### config.mk
export PLATFORM = sky130hd
export DESIGN_NAME = lpm_ctrl
export DESIGN_NICKNAME = d
export VERILOG_FILES = /design/src/rtl/lpm_pkg.sv /design/src/rtl/lpm_wake_sel.sv /design/src/rtl/lpm_settle_cnt.sv /design/src/rtl/lpm_out_dec.sv /design/src/rtl/lpm_ctrl.sv
export SDC_FILE = /design/constraint.sdc
export NUM_CORES = 1
export LEC_CHECK = 0
export CAP_MARGIN = 20
export CORE_MARGIN = 2
export CORE_UTILIZATION = 43
export CTS_CLUSTER_SIZE = 24
export DETAILED_ROUTE_END_ITERATION = 16
export GPL_TIMING_DRIVEN = 0
export PLACE_DENSITY = 0.9
export SYNTH_ARGS = -nofsm -noshare
export SYNTH_HDL_FRONTEND = slang
export SYNTH_SLANG_ARGS = --single-unit
### constraint.sdc
create_clock -name clk -period 1.5 [get_ports clk]
set_clock_uncertainty 0.1 [all_clocks]
set_input_delay 0.15 -clock clk [delete_from_list [all_inputs] [get_ports clk]]
set_output_delay 0.15 -clock clk [all_outputs]
set_load 0.01 [all_outputs]
### src/rtl/lpm_pkg.sv
package lpm_pkg;
  typedef enum logic [2:0] {
    ST_RUN     = 3'd0,
    ST_SLEEP   = 3'd1,
    ST_DEEP    = 3'd2,
    ST_REGWAIT = 3'd3,
    ST_OSCWAIT = 3'd4
  } lpm_state_e;
endpackage

### src/rtl/lpm_wake_sel.sv
module lpm_wake_sel #(
  parameter int N_IRQ = 4,
  parameter int N_EXT = 4
) (
  input  logic             wfe_mode,
  input  logic             deep_mode,
  input  logic [N_IRQ-1:0] periph_irq,
  input  logic [N_IRQ-1:0] periph_pend,
  input  logic             sev_on_pend,
  input  logic [N_EXT-1:0] ext_line,
  input  logic [N_EXT-1:0] ext_evt_mode,
  output logic             wake
);
  logic [N_EXT-1:0] ext_int_hit;
  logic [N_EXT-1:0] ext_evt_hit;

  // split each external line by its configured mode
  for (genvar g = 0; g < N_EXT; g++) begin : g_ext
    assign ext_int_hit[g] = ext_line[g] & ~ext_evt_mode[g];
    assign ext_evt_hit[g] = ext_line[g] &  ext_evt_mode[g];
  end

  logic int_src;
  logic evt_src;

  always_comb begin
    evt_src = (|ext_evt_hit) | (sev_on_pend & (|periph_pend));
    if (deep_mode) begin
      int_src = |ext_int_hit;
      evt_src = |ext_evt_hit;
    end else begin
      int_src = (|periph_irq) | (|ext_int_hit);
    end
    wake = wfe_mode ? evt_src : int_src;
  end
endmodule

### src/rtl/lpm_settle_cnt.sv
module lpm_settle_cnt #(
  parameter int CNT_W = 8
) (
  input  logic             clk,
  input  logic             rst_n,
  input  logic             load,
  input  logic [CNT_W-1:0] load_val,
  input  logic             run,
  output logic             last
);
  logic [CNT_W-1:0] cnt_q;
  logic [CNT_W-1:0] cnt_d;
  logic             cnt_en;

  always_comb begin
    cnt_en = load | (run & ~last);
    cnt_d  = load ? load_val : cnt_q - 1'b1;
  end

  always_ff @(posedge clk or negedge rst_n) begin
    if (!rst_n) cnt_q <= '0;
    else if (cnt_en) cnt_q <= cnt_d;
  end

  assign last = (cnt_q == {{(CNT_W-1){1'b0}}, 1'b1});

  // the settle window shrinks by one each waiting cycle
  assert_settle_step_R9: assert property (@(posedge clk) disable iff (!rst_n)
    (run && !load && !last && cnt_q != '0) |=> (cnt_q == $past(cnt_q) - 1'b1));
endmodule

### src/rtl/lpm_out_dec.sv
module lpm_out_dec
  import lpm_pkg::*;
(
  input  lpm_state_e state,
  input  logic       hext_on,
  input  logic       reg_lp,
  output logic       cpu_clk_en,
  output logic       dom_clk_en,
  output logic       hick_en,
  output logic       hext_en,
  output logic       reg_lowpwr
);
  always_comb begin
    cpu_clk_en = 1'b0;
    dom_clk_en = 1'b0;
    hick_en    = 1'b0;
    hext_en    = 1'b0;
    reg_lowpwr = 1'b0;
    case (state)
      ST_RUN: begin
        cpu_clk_en = 1'b1;
        dom_clk_en = 1'b1;
        hick_en    = 1'b1;
        hext_en    = hext_on;
      end
      ST_SLEEP: begin
        dom_clk_en = 1'b1;
        hick_en    = 1'b1;
        hext_en    = hext_on;
      end
      ST_DEEP:    reg_lowpwr = reg_lp;
      ST_REGWAIT: ;
      ST_OSCWAIT: hick_en = 1'b1;
      default: begin
        cpu_clk_en = 1'b1;
        dom_clk_en = 1'b1;
        hick_en    = 1'b1;
      end
    endcase
  end
endmodule

### src/rtl/lpm_ctrl.sv
module lpm_ctrl
  import lpm_pkg::*;
#(
  parameter int N_IRQ = 4,
  parameter int N_EXT = 4,
  parameter int CNT_W = 8
) (
  input  logic             clk,
  input  logic             rst_n,
  input  logic             wfi_req,
  input  logic             wfe_req,
  input  logic             deep_en,
  input  logic             exit_sleep_en,
  input  logic             lp_sel,
  input  logic             reg_lp_sel,
  input  logic             isr_exit,
  input  logic             sev_on_pend,
  input  logic [N_IRQ-1:0] periph_irq,
  input  logic [N_IRQ-1:0] periph_pend,
  input  logic [N_EXT-1:0] ext_line,
  input  logic [N_EXT-1:0] ext_evt_mode,
  input  logic             hick_ready,
  input  logic             hext_on,
  input  logic             sysclk_req,
  input  logic [CNT_W-1:0] settle_cfg,
  output logic             cpu_clk_en,
  output logic             dom_clk_en,
  output logic             hick_en,
  output logic             hext_en,
  output logic             reg_lowpwr,
  output logic             sysclk_sel,
  output logic             wake_pulse
);
  // reset: asserted asynchronously, released on the clock
  logic [1:0] rst_sync_q;
  logic       rst_n_s;

  always_ff @(posedge clk or negedge rst_n) begin
    if (!rst_n) rst_sync_q <= 2'b00;
    else        rst_sync_q <= {rst_sync_q[0], 1'b1};
  end
  assign rst_n_s = rst_sync_q[1];

  lpm_state_e state_q, state_d;
  logic mode_wfe_q, mode_wfe_d;
  logic reg_lp_q, reg_lp_d;
  logic wake_q, wake_d;
  logic sel_q, sel_d, sel_en;
  logic req_q;
  logic entry_en;
  logic wake;
  logic settle_load;
  logic settle_last;
  logic go_wfi, go_wfe, go_isr;

  lpm_wake_sel #(.N_IRQ(N_IRQ), .N_EXT(N_EXT)) i_wake_sel (
    .wfe_mode    (mode_wfe_q),
    .deep_mode   (state_q == ST_DEEP),
    .periph_irq  (periph_irq),
    .periph_pend (periph_pend),
    .sev_on_pend (sev_on_pend),
    .ext_line    (ext_line),
    .ext_evt_mode(ext_evt_mode),
    .wake        (wake)
  );

  lpm_settle_cnt #(.CNT_W(CNT_W)) i_settle (
    .clk     (clk),
    .rst_n   (rst_n_s),
    .load    (settle_load),
    .load_val(settle_cfg),
    .run     (state_q == ST_REGWAIT),
    .last    (settle_last)
  );

  lpm_out_dec i_out_dec (
    .state     (state_q),
    .hext_on   (hext_on),
    .reg_lp    (reg_lp_q),
    .cpu_clk_en(cpu_clk_en),
    .dom_clk_en(dom_clk_en),
    .hick_en   (hick_en),
    .hext_en   (hext_en),
    .reg_lowpwr(reg_lowpwr)
  );

  // request priority: wait-for-interrupt, wait-for-event, then handler exit
  assign go_wfi = wfi_req;
  assign go_wfe = wfe_req & ~wfi_req;
  assign go_isr = isr_exit & exit_sleep_en & ~deep_en & ~wfi_req & ~wfe_req;

  always_comb begin
    state_d     = state_q;
    mode_wfe_d  = mode_wfe_q;
    reg_lp_d    = reg_lp_q;
    settle_load = 1'b0;
    case (state_q)
      ST_RUN: begin
        if (go_wfi || go_wfe) begin
          if (!deep_en) begin
            state_d    = ST_SLEEP;
            mode_wfe_d = go_wfe;
          end else if (!lp_sel) begin
            state_d    = ST_DEEP;
            mode_wfe_d = go_wfe;
            reg_lp_d   = reg_lp_sel;
          end
        end else if (go_isr) begin
          state_d    = ST_SLEEP;
          mode_wfe_d = 1'b0;
        end
      end
      ST_SLEEP: if (wake) state_d = ST_RUN;
      ST_DEEP: begin
        if (wake) begin
          if (reg_lp_q && settle_cfg != '0) begin
            state_d     = ST_REGWAIT;
            settle_load = 1'b1;
          end else begin
            state_d = ST_OSCWAIT;
          end
        end
      end
      ST_REGWAIT: if (settle_last) state_d = ST_OSCWAIT;
      ST_OSCWAIT: if (hick_ready) state_d = ST_RUN;
      default:    state_d = ST_RUN;
    endcase
  end

  assign entry_en = (state_q == ST_RUN) && (state_d != ST_RUN);
  assign wake_d   = (state_d == ST_RUN) && (state_q != ST_RUN);

  always_comb begin
    sel_en = 1'b0;
    sel_d  = sel_q;
    if (state_q == ST_OSCWAIT && hick_ready) begin
      sel_en = 1'b1;
      sel_d  = 1'b0;
    end else if (state_q == ST_RUN && sysclk_req != req_q) begin
      sel_en = 1'b1;
      sel_d  = sysclk_req;
    end
  end

  always_ff @(posedge clk or negedge rst_n_s) begin
    if (!rst_n_s) begin
      state_q    <= ST_RUN;
      mode_wfe_q <= 1'b0;
      reg_lp_q   <= 1'b0;
      wake_q     <= 1'b0;
      sel_q      <= 1'b0;
      req_q      <= 1'b0;
    end else begin
      state_q <= state_d;
      wake_q  <= wake_d;
      req_q   <= sysclk_req;
      if (entry_en) begin
        mode_wfe_q <= mode_wfe_d;
        reg_lp_q   <= reg_lp_d;
      end
      if (sel_en) sel_q <= sel_d;
    end
  end

  assign sysclk_sel = sel_q;
  assign wake_pulse = wake_q;

  // the wake pulse marks a running CPU clock and lasts one cycle
  assert_pulse_running_R11: assert property (@(posedge clk) disable iff (!rst_n_s)
    wake_pulse |-> cpu_clk_en);
  assert_pulse_single_R11: assert property (@(posedge clk) disable iff (!rst_n_s)
    wake_pulse |=> !wake_pulse);
  // no exit from the oscillator wait without a ready oscillator
  assert_osc_hold_R10: assert property (@(posedge clk) disable iff (!rst_n_s)
    (state_q == ST_OSCWAIT && !hick_ready) |=> (state_q == ST_OSCWAIT && !cpu_clk_en));
  assert_rc_forced_R10: assert property (@(posedge clk) disable iff (!rst_n_s)
    (state_q == ST_OSCWAIT && hick_ready) |=> (!sysclk_sel && cpu_clk_en));
  // deep sleep is left only through the wake selector
  assert_deep_hold_R8: assert property (@(posedge clk) disable iff (!rst_n_s)
    (state_q == ST_DEEP && !wake) |=> (state_q == ST_DEEP));
  // the regulator leaves low power while the core is still stopped
  assert_reg_before_cpu_R9: assert property (@(posedge clk) disable iff (!rst_n_s)
    $fell(reg_lowpwr) |-> !cpu_clk_en);
endmodule

==> flow_summary.json, run 1 <==
{
  "outcome": "finished with violations",
  "violations": "setup timing",
  "viasPerCell": 6.06,
  "wl_per_cell_um": 19.9,
  "r2r_cells": 7,
  "n_antenna_cell": 0,
  "routedLengthMet1_um": 1780,
  "worst_pin_slew_ns": 0.666,
  "wl_met3_um": 371,
  "wl_um": 4690,
  "start_kind": "flip-flop",
  "grt_max_degree": 17,
  "rsz0062_at_grt": "true",
  "setup_violations": 20,
  "tns_ns": -5.45,
  "post-route-util_pct": 86.2,
  "cp.arrival_ns": 2.00,
  "vdd_ir_drop_max_uv": 1340,
  "grtUsageTotal_pct": 28.4,
  "clkTransAtPathRegs_ns": 0.11,
  "drtIter0Drc": 78,
  "grt_pass1_wl_um": 6870,
  "routabilityCongestion": 0.883,
  "synth_fa_ha_area_share_pct": 2.19,
  "overflow": 0,
  "synth_nets": 159,
  "first_global_vias": 1479,
  "crit_required_ns": 1.57,
  "p_switching_w": 0.00148,
  "cts_root_buf": "clkbuf_4",
  "synth_flop_cell": "dfrtp_1",
  "ant_nets": 0,
  "finalHoldViolCount": 0,
  "via_count": 1431,
  "maxCapViolations": 0,
  "cts_buffer_depth": 2,
  "synthSimpleGateAreaFrac_pct": 26.3,
  "antenna_found_initial": 0,
  "synth_top_family_by_area": "simple AND/OR/NAND/NOR gates",
  "fp.dieW_um": 55.5,
  "initial_core_util_pct": 45.6,
  "cts_num_sinks": 18,
  "r2r_slack_ns": -0.42,
  "fmax_mhz": 520,
  "cts_made_buffers": 3,
  "dp_hpwl_um": 2470,
  "cts_tree": "yes",
  "clkPwrFrac_pct": 8.7,
  "highest_layer": "met4",
  "met2_length_um": 2360,
  "core_area_um2": 2500,
  "synth.distinct_cells": 45,
  "hold_slack_ns": 0.170,
  "synth_edf_count": 0,
  "min_path_type": "reg2async",
  "drive_gt1_share_pct": 42.2,
  "period_minus_slack_ns": 1.92,
  "insertion_delay_ns": 0.31,
  "nNetsFinal": 246,
  "synth_warnings": 0,
  "firstDrtPassIters": 4,
  "ios": 44,
  "portBuffers": 43,
  "crit_path_end_kind": "flip-flop",
  "synth.area.mux_share_pct": 2.85,
  "min_period_over_period_pct": 128,
  "synthXorXnorAreaFrac_pct": 1.54,
  "switching_share_pct": 41.1,
  "seqPwrFrac_pct": 26.2,
  "maxSlewHeadroom_pct": 55.6,
  "fin_ws_ns": -0.422,
  "post-synth-top-area-fraction_pct": 39.5,
  "area_growth_pct": 88.9,
  "combPwrFrac_pct": 65.1,
  "drc": 0,
  "netlist_instances": 120,
  "p_per_area_nw_per_um2": 1670,
  "report.final.slew_viol_count": 0,
  "ys_ff_latch": 18,
  "num_rows": 18,
  "worstSetupPathType": "reg2reg",
  "die_h_um": 55.5,
  "cell_internal_pwr_w": 0.00212,
  "cts_max_level": 1,
  "synth_async_sr_flop_share_pct": 100,
  "synth_compound_area_share_pct": 23.9,
  "die_area_um2": 3080,
  "synth_area_um2": 1140,
  "power_leakage_nw": 0.914,
  "yosysSeqAreaShare_pct": 39.5,
  "synth.area.top_cells": "dfrtp_1, nand2_1, nand2b_1",
  "fin_total_pwr_w": 0.00359,
  "synth_top_area_cell": "dfrtp_1",
  "worstPathMaxFanout": 4,
  "syn_area_per_cell_um2": 9.51
}
-- synth_stat cells, types with 3 or more instances --
master,instances
a221o_1,3
nand2b_1,6
inv_1,6
nor4_1,3
a21oi_1,6
nand2_1,11
nor2b_1,3
dfrtp_1,18
o21ai_0,3
nor2_1,9
nand3_1,4
-- cells by family after synthesis --
family / count (synthesis)
XOR/XNOR: 2
buffers and inverters: 8
AO/OA/AOI/OAI: 35
flip-flops: 18
adder cells (fa/ha/maj): 2
AND/OR/NAND/NOR: 51
multiplexers: 3
other: 1
-- final timing paths --
check / endpoint / startpoint
min in group clk: req_q$_DFF_PN0_ / sysclk_req
worst min register to register: i_settle.cnt_q[4]$_DFFE_PN0P_ / rst_sync_q[1]$_DFF_PN0_
worst max-delay path: i_settle.cnt_q[6]$_DFFE_PN0P_ / i_settle.cnt_q[1]$_DFFE_PN0P_
max in group asynchronous: state_q[1]$_DFF_PN0_ / rst_sync_q[1]$_DFF_PN0_
worst max register to register: i_settle.cnt_q[6]$_DFFE_PN0P_ / i_settle.cnt_q[1]$_DFFE_PN0P_
worst min-delay path: i_settle.cnt_q[4]$_DFFE_PN0P_ / rst_sync_q[1]$_DFF_PN0_
-- sequential cells by signal, indices dropped and copies added (netlist names) --
name / flops
wake_pulse: 1
sysclk_sel: 1
mode_wfe_q: 1
rst_sync_q: 2
req_q: 1
i_settle.cnt_q: 8
reg_lp_q: 1
state_q: 3
-- layout make-up --
type | instances | area, µm²
multi-input cells | 94 | 822
clock buffers | 4 | 36.3
well taps | 30 | 37.5
fillers | 122 | 344
flip-flops and latches | 18 | 454
inverters | 6 | 25.0
repair buffers | 83 | 769
plain buffers | 1 | 11.3
-- metal layers --
layer  up-vias  global-route usage [%]
met5         -                       0
met2        92                    49.5
met3        23                    6.79
li1        630                       -
met1       686                    34.0
met4         0                    10.1
-- what timing repair did --
action	4_1_cts	5_1_grt
setup buffers	30	10
endpoints found under the setup margin	20	20
gates resized for setup	46	27
pin swaps	12	12
hold buffers	1	0
gates cloned	0	0
hold endpoints to repair	2	0
-- per-stage QoR --
step / cell area (µm²) / instances / setup WS, ns
CTS: 1970 / 227 / -0.290
global route: 2160 / 236 / -0.467
detailed placement: 1630 / 193 / -0.621
floorplan: 1170 / 120 / -0.293
finish: 2160 / 236 / -0.422
global placement: 1630 / 193 / -0.583
-- power by group through the flow --
stage / clock network [W] / registers, W / logic, W
floorplan: 0 / 0.000876 / 0.000847
global placement: 0 / 0.000898 / 0.00124
detailed placement: 0 / 0.000918 / 0.00130
CTS: 0.000308 / 0.000914 / 0.00183
global route: 0.000339 / 0.000962 / 0.00245
finish: 0.000311 / 0.000943 / 0.00234
-- placed cells by master (no fill, tap or decap), types with 2 or more instances in the layout --
cell	Yosys	final
a21boi_2	0	2
a21oi_1	6	4
a21oi_2	0	2
a221o_1	3	3
and2_4	0	2
buf_2	1	3
buf_4	0	30
buf_6	1	11
clkbuf_4	0	3
clkdlybuf4s50_1	0	34
dfrtp_1	18	15
dfrtp_2	0	3
dlymetal6s2s_1	0	3
inv_1	6	4
nand2_1	11	10
nand2b_1	6	6
nand3_1	4	4
nand3b_1	2	2
nand4_1	2	2
nor2_1	9	6
nor2_4	0	4
nor2b_1	3	2
nor3_2	1	2
o211ai_1	2	2
o21ai_0	3	2
o21ai_1	1	2
o221ai_2	0	2
o311ai_0	2	2
o41ai_1	2	2
or3_1	2	2
-- worst max-delay path, cell delays in order (launching register included) --
cell	delay [ns]
dfrtp_1	0.42
inv_2	0.10
buf_4	0.12
buf_4	0.10
ha_2	0.21
nand4_1	0.12
o311ai_0	0.41
o311ai_0	0.21
Power figures use the tool's default switching activity.
==> run 2: changes to the inputs <==
Settings changed: CTS_CLUSTER_SIZE 24 to not set, SLEW_MARGIN set to 15.
==> results of run 2 <==
The final DEF is identical to that of run 1; final timing and power are the same.
